### config.mk
export PLATFORM = sky130hd
export DESIGN_NAME = mem_req_gen
export DESIGN_NICKNAME = d
export VERILOG_FILES = /design/src/rtl/mem_req_pkg.sv /design/src/rtl/ring_ptr.sv /design/src/rtl/mem_req_decode.sv /design/src/rtl/mem_req_gen.sv
export SDC_FILE = /design/constraint.sdc
export NUM_CORES = 1
export LEC_CHECK = 0
export CORE_AREA = 8 8 45 47
export CTS_BUF_LIST = sky130_fd_sc_hd__clkbuf_16
export CTS_CLUSTER_DIAMETER = 150
export DETAILED_ROUTE_END_ITERATION = 12
export DIE_AREA = 0 0 53 55
export GPL_TIMING_DRIVEN = 0
export SLEW_MARGIN = 10
export SYNTH_ARGS = -nofsm -noshare
export SYNTH_HDL_FRONTEND = slang
export SYNTH_SLANG_ARGS = --single-unit
### constraint.sdc
create_clock -name clk -period 1.8 [get_ports clk]
set_input_delay 0.45 -clock clk [delete_from_list [all_inputs] [get_ports clk]]
set_output_delay 0.45 -clock clk [all_outputs]
set_load 0.05 [all_outputs]
### src/rtl/mem_req_pkg.sv
package mem_req_pkg;
   // Default geometry: 16-entry ring, 4-word groups, up to 2 groups of lead requests a fetch.
   localparam int DEF_PTR_W    = 4;
   localparam int DEF_GROUP_W  = 2;
   localparam int DEF_MAX_LEAD = 2;

   // Number of whole groups in a ring of the given geometry.
   function automatic int group_count(input int ptr_w, input int group_w);
      return 1 << (ptr_w - group_w);
   endfunction
endpackage

### src/rtl/ring_ptr.sv
module ring_ptr #(
   parameter int W = 4
) (
   input  logic         clk,
   input  logic         rst_n,
   input  logic         adv,
   output logic [W-1:0] cnt,
   output logic [W-1:0] cnt_nxt
);
   generate
      if (W < 1) begin : g_bad_w
         $error("ring_ptr: W must be at least 1");
      end
   endgenerate

   always_comb begin
      cnt_nxt = cnt;
      if (adv) cnt_nxt = cnt + W'(1);
   end

   always_ff @(posedge clk or negedge rst_n) begin
      if (!rst_n) cnt <= '0;
      else        cnt <= cnt_nxt;
   end

   // Pointer steps by exactly one per strobe, wrapping naturally (R2 for writes, R3 for reads).
   assert_cnt_step_R2_R3: assert property (@(posedge clk) disable iff (!rst_n)
      adv |=> cnt == $past(cnt) + W'(1));

   assert_cnt_hold_R2_R3: assert property (@(posedge clk) disable iff (!rst_n)
      !adv |=> $stable(cnt));
endmodule

### src/rtl/mem_req_decode.sv
module mem_req_decode #(
   parameter int PTR_W    = 4,
   parameter int GROUP_W  = 2,
   parameter int MAX_LEAD = 2
) (
   input  logic [PTR_W-1:0] wr_ptr,
   input  logic [PTR_W-1:0] rd_ptr,
   output logic             req
);
   localparam int GW = PTR_W - GROUP_W;

   logic          aligned;
   logic [GW-1:0] lead;
   logic [MAX_LEAD:0] hit;

   assign aligned = (wr_ptr[GROUP_W-1:0] == '0) && (rd_ptr[GROUP_W-1:0] == '0);
   assign lead    = wr_ptr[PTR_W-1:GROUP_W] - rd_ptr[PTR_W-1:GROUP_W];

   // One comparator per permitted group lead.
   genvar g;
   generate
      for (g = 0; g <= MAX_LEAD; g++) begin : g_lead
         assign hit[g] = (lead == GW'(g));
      end
   endgenerate

   assign req = aligned && (|hit);
endmodule

### src/rtl/mem_req_gen.sv
module mem_req_gen #(
   parameter int PTR_W    = mem_req_pkg::DEF_PTR_W,
   parameter int GROUP_W  = mem_req_pkg::DEF_GROUP_W,
   parameter int MAX_LEAD = mem_req_pkg::DEF_MAX_LEAD
) (
   input  logic clk,
   input  logic rst_n,
   input  logic wr_stb,
   input  logic rd_stb,
   output logic fetch_req_n
);
   localparam int GROUPS = mem_req_pkg::group_count(PTR_W, GROUP_W);
   localparam logic [PTR_W-1:0] LEAD_LIMIT = PTR_W'(MAX_LEAD);
   localparam logic [PTR_W-1:0] FULL_GAP   = PTR_W'((MAX_LEAD + 1) << GROUP_W);

   generate
      if (GROUP_W < 1 || GROUP_W >= PTR_W) begin : g_bad_group
         $error("mem_req_gen: GROUP_W must be in 1..PTR_W-1");
      end
      if (MAX_LEAD < 0 || MAX_LEAD + 1 >= GROUPS) begin : g_bad_lead
         $error("mem_req_gen: MAX_LEAD must leave at least one group free");
      end
   endgenerate

   logic [PTR_W-1:0] wr_q, wr_d, rd_q, rd_d;
   logic             req_d;

   ring_ptr #(.W(PTR_W)) u_wr_ptr (
      .clk(clk), .rst_n(rst_n), .adv(wr_stb), .cnt(wr_q), .cnt_nxt(wr_d));

   ring_ptr #(.W(PTR_W)) u_rd_ptr (
      .clk(clk), .rst_n(rst_n), .adv(rd_stb), .cnt(rd_q), .cnt_nxt(rd_d));

   // Decode the pointer values being loaded, so the registered output lines up with them.
   mem_req_decode #(.PTR_W(PTR_W), .GROUP_W(GROUP_W), .MAX_LEAD(MAX_LEAD)) u_decode (
      .wr_ptr(wr_d), .rd_ptr(rd_d), .req(req_d));

   always_ff @(posedge clk or negedge rst_n) begin
      if (!rst_n) fetch_req_n <= 1'b0;
      else        fetch_req_n <= ~req_d;
   end

   logic [PTR_W-1:0] ptr_gap;
   assign ptr_gap = wr_q - rd_q;

   assert_reset_req_R1: assert property (@(posedge clk) disable iff (!rst_n)
      $rose(rst_n) |-> (!fetch_req_n && wr_q == '0 && rd_q == '0));

   assert_lead_limit_R4: assert property (@(posedge clk) disable iff (!rst_n)
      !fetch_req_n |-> ((ptr_gap >> GROUP_W) <= LEAD_LIMIT));

   assert_misaligned_idle_R5: assert property (@(posedge clk) disable iff (!rst_n)
      (wr_q[GROUP_W-1:0] != '0 || rd_q[GROUP_W-1:0] != '0) |-> fetch_req_n);

   assert_full_idle_R6: assert property (@(posedge clk) disable iff (!rst_n)
      (ptr_gap == FULL_GAP) |-> fetch_req_n);

   assert_joint_gap_R8: assert property (@(posedge clk) disable iff (!rst_n)
      (wr_stb && rd_stb) |=> $stable(ptr_gap));
endmodule

==> out/results.ini <==
[sta]
maxSlewViolCount=0
relSlewSlack_pct=67.6
fin_hold_ws_ns=0.500
fin_crit_sh_pct=96.2
setup_violations=0
worst_pin_slew_ns=0.488
skew_ns=0.000696
min_period_ns=1.73
hold_viol_final=0
clock.fmax_mhz=577

[critical_path]
regToRegEndpoint=fetch_req_n$_DFF_PN0_
worstRegToRegCells=8
crit_required_ns=1.90
crit_arrival_ns=1.84
end_kind=flip-flop
cp_max_fo=3
rrSetupSlack_ns=0.07
cp-start-kind=flip-flop
critPathKind=reg2reg
r2r_start=u_wr_ptr.cnt[0]$_DFF_PN0_

[power]
power_density_nw_per_um2=2170
p_leak_nw=0.269
power_mw=1.31
ir_worst_vdd_v=0.000845

[floorplan]
die_w_um=53
core_area_um2=1380
initial_core_util_pct=31.3
die_y_um=55
die_area_um2=2920
rows=14
ios=5

[clock_network]
clkSinkCount=9
cts-htree-levels=1
clk_latency_ns=0.23
holdBufCountCts=0
cts-root-buf=clkbuf_16
clk_pin_slew_ns=0.04
cts_tree=done
numCtsBuffers=3
cts_max_path_buffers=2

[logic_synthesis]
syn_area_um2=433
seq_area_frac_synth_pct=52.0
synth_nets=37
synth-seq-cells=9
syn_inst=30
syn_area_per_cell_um2=14.4
ys.warnings.count=0
ys_types=11

[global_route]
grt_max_degree=10
grt-ovfl-total=0
grt_usage_pct=5.40
grt_pass1_wl_um=1050
first_global_vias=264
antenna_found_initial=0

[min_path]
holdPathStages=1
hold_end=u_wr_ptr.cnt[3]$_DFF_PN0_
hold_start=u_wr_ptr.cnt[3]$_DFF_PN0_
hp-class=reg2reg

[drt]
num_vias=243
drt_wl_total_um=672
ant_nets=0
wire_per_inst_um=12.2
via_per_inst=4.42
drt_iter0_drc=1
drc=0
dr.pass1.iters=2

[status]
status=completed

[layout]
drive_gt1_share_pct=41.0
n_antenna_cell=0
nNetsFinal=47
area_growth_pct=39.3

[placement]
gp_congestion=0.661
io_buffers=4

[flow_run]
cap_violations=0

layer usage:
metal	track usage, %	vias to the layer above	wire length [um]
met5	0	-	0
met2	7.81	6	341
li1	-	116	-
met3	2.67	3	57
met4	6.47	0	29
met1	5.14	118	244
area by class of cell:
class	count	area, um2
Clock inverter	1	3.75
Fill cell	133	781
Sequential cell	9	225
Multi-Input combinational cell	20	231
Inverter	1	3.75
Clock buffer	3	75.1
Tap cell	16	20.0
Timing Repair Buffer	5	43.8
state kept, by name, summed over array words and instances (netlist names):
signal        count
u_wr_ptr.cnt      4
fetch_req_n       1
u_rd_ptr.cnt      4
stage by stage:
stage                     worst slack [ns]  area, um2  instances  util (%)  setup TNS [ns]
final                               0.0677        603         55      43.6               0
after detailed placement            -0.423        493         50      35.6          -0.423
after floorplan                      0.133        433         30         -               0
after global placement              -0.392        493         50      35.6          -0.392
after CTS                           0.0547        586         54      42.3               0
after global routing               -0.0399        603         55      43.6         -0.0399
what timing repair did:
action | CTS | global route
endpoints found under the setup margin | 2 | 1
buffers inserted | 0 | 1
endpoints found under the hold margin | 0 | 0
gates resized for setup | 6 | 2
synth_stat cells, drive strengths merged:
master	instances	area, um2
mux2	2	22.5
nor4	1	12.5
o21ai	1	5.00
ha	3	37.5
dfrtp	9	225
inv	1	3.75
xnor2	5	58.8
nand4	2	25.0
xor2	4	35.0
nand2	2	7.51
cells by family (layout without fill, tap and decap cells):
| kind of cell | count (synthesis) | count (layout) | synth area share, % |
|---|---|---|---|
| adders and majority gates | 3 | 3 | 8.67 |
| buffers and inverters | 1 | 10 | 0.866 |
| xor gates and xnor gates | 9 | 9 | 21.7 |
| muxes | 2 | 2 | 5.20 |
| DFF | 9 | 9 | 52.0 |
| and+or+nand+nor | 5 | 5 | 10.4 |
| AOI/OAI and AO/OA | 1 | 1 | 1.15 |
power breakdown:
group / total [mW] / internal (mW) / leakage [nW] / switching (mW)
Combinational: 0.522 / 0.280 / 0.123 / 0.242
Sequential: 0.407 / 0.308 / 0.103 / 0.0991
Clock: 0.378 / 0.289 / 0.0423 / 0.0891
critical path: stages, from the launching register on:
cell and delay, ns:
dfrtp_1 0.40, ha_1 0.22, nand2_2 0.07, xor2_2 0.17, ha_2 0.22, xor2_2 0.18, xnor2_2 0.13, xnor2_1 0.13
o21ai_1 0.08
placed cells by master (no fill, tap or decap), drive strengths merged:
| master | netlist | routed |
|---|---|---|
| o21ai | 1 | 1 |
| mux2 | 2 | 2 |
| clkdlybuf4s50 | 0 | 1 |
| dlygate4sd2 | 0 | 3 |
| inv | 1 | 2 |
| dfrtp | 9 | 9 |
| xor2 | 4 | 4 |
| nor4 | 1 | 1 |
| ha | 3 | 3 |
| xnor2 | 5 | 5 |
| buf | 0 | 1 |
| nand2 | 2 | 2 |
| nand4 | 2 | 2 |
| clkbuf | 0 | 3 |
worst max-delay path by stage:
stage | slack (ns) | to | start | cells past startpoint
after floorplan | 0.13 | fetch_req_n$_DFF_PN0_ | u_wr_ptr.cnt[0]$_DFF_PN0_ | 8
after global placement | -0.39 | fetch_req_n$_DFF_PN0_ | wr_stb | 8
after detailed placement | -0.42 | fetch_req_n$_DFF_PN0_ | rd_stb | 8
after CTS | 0.05 | fetch_req_n$_DFF_PN0_ | u_wr_ptr.cnt[0]$_DFF_PN0_ | 8
after global routing | -0.04 | fetch_req_n$_DFF_PN0_ | u_wr_ptr.cnt[0]$_DFF_PN0_ | 8
final | 0.07 | fetch_req_n$_DFF_PN0_ | u_wr_ptr.cnt[0]$_DFF_PN0_ | 8
Note: power is estimated with default switching activity, not from simulation.
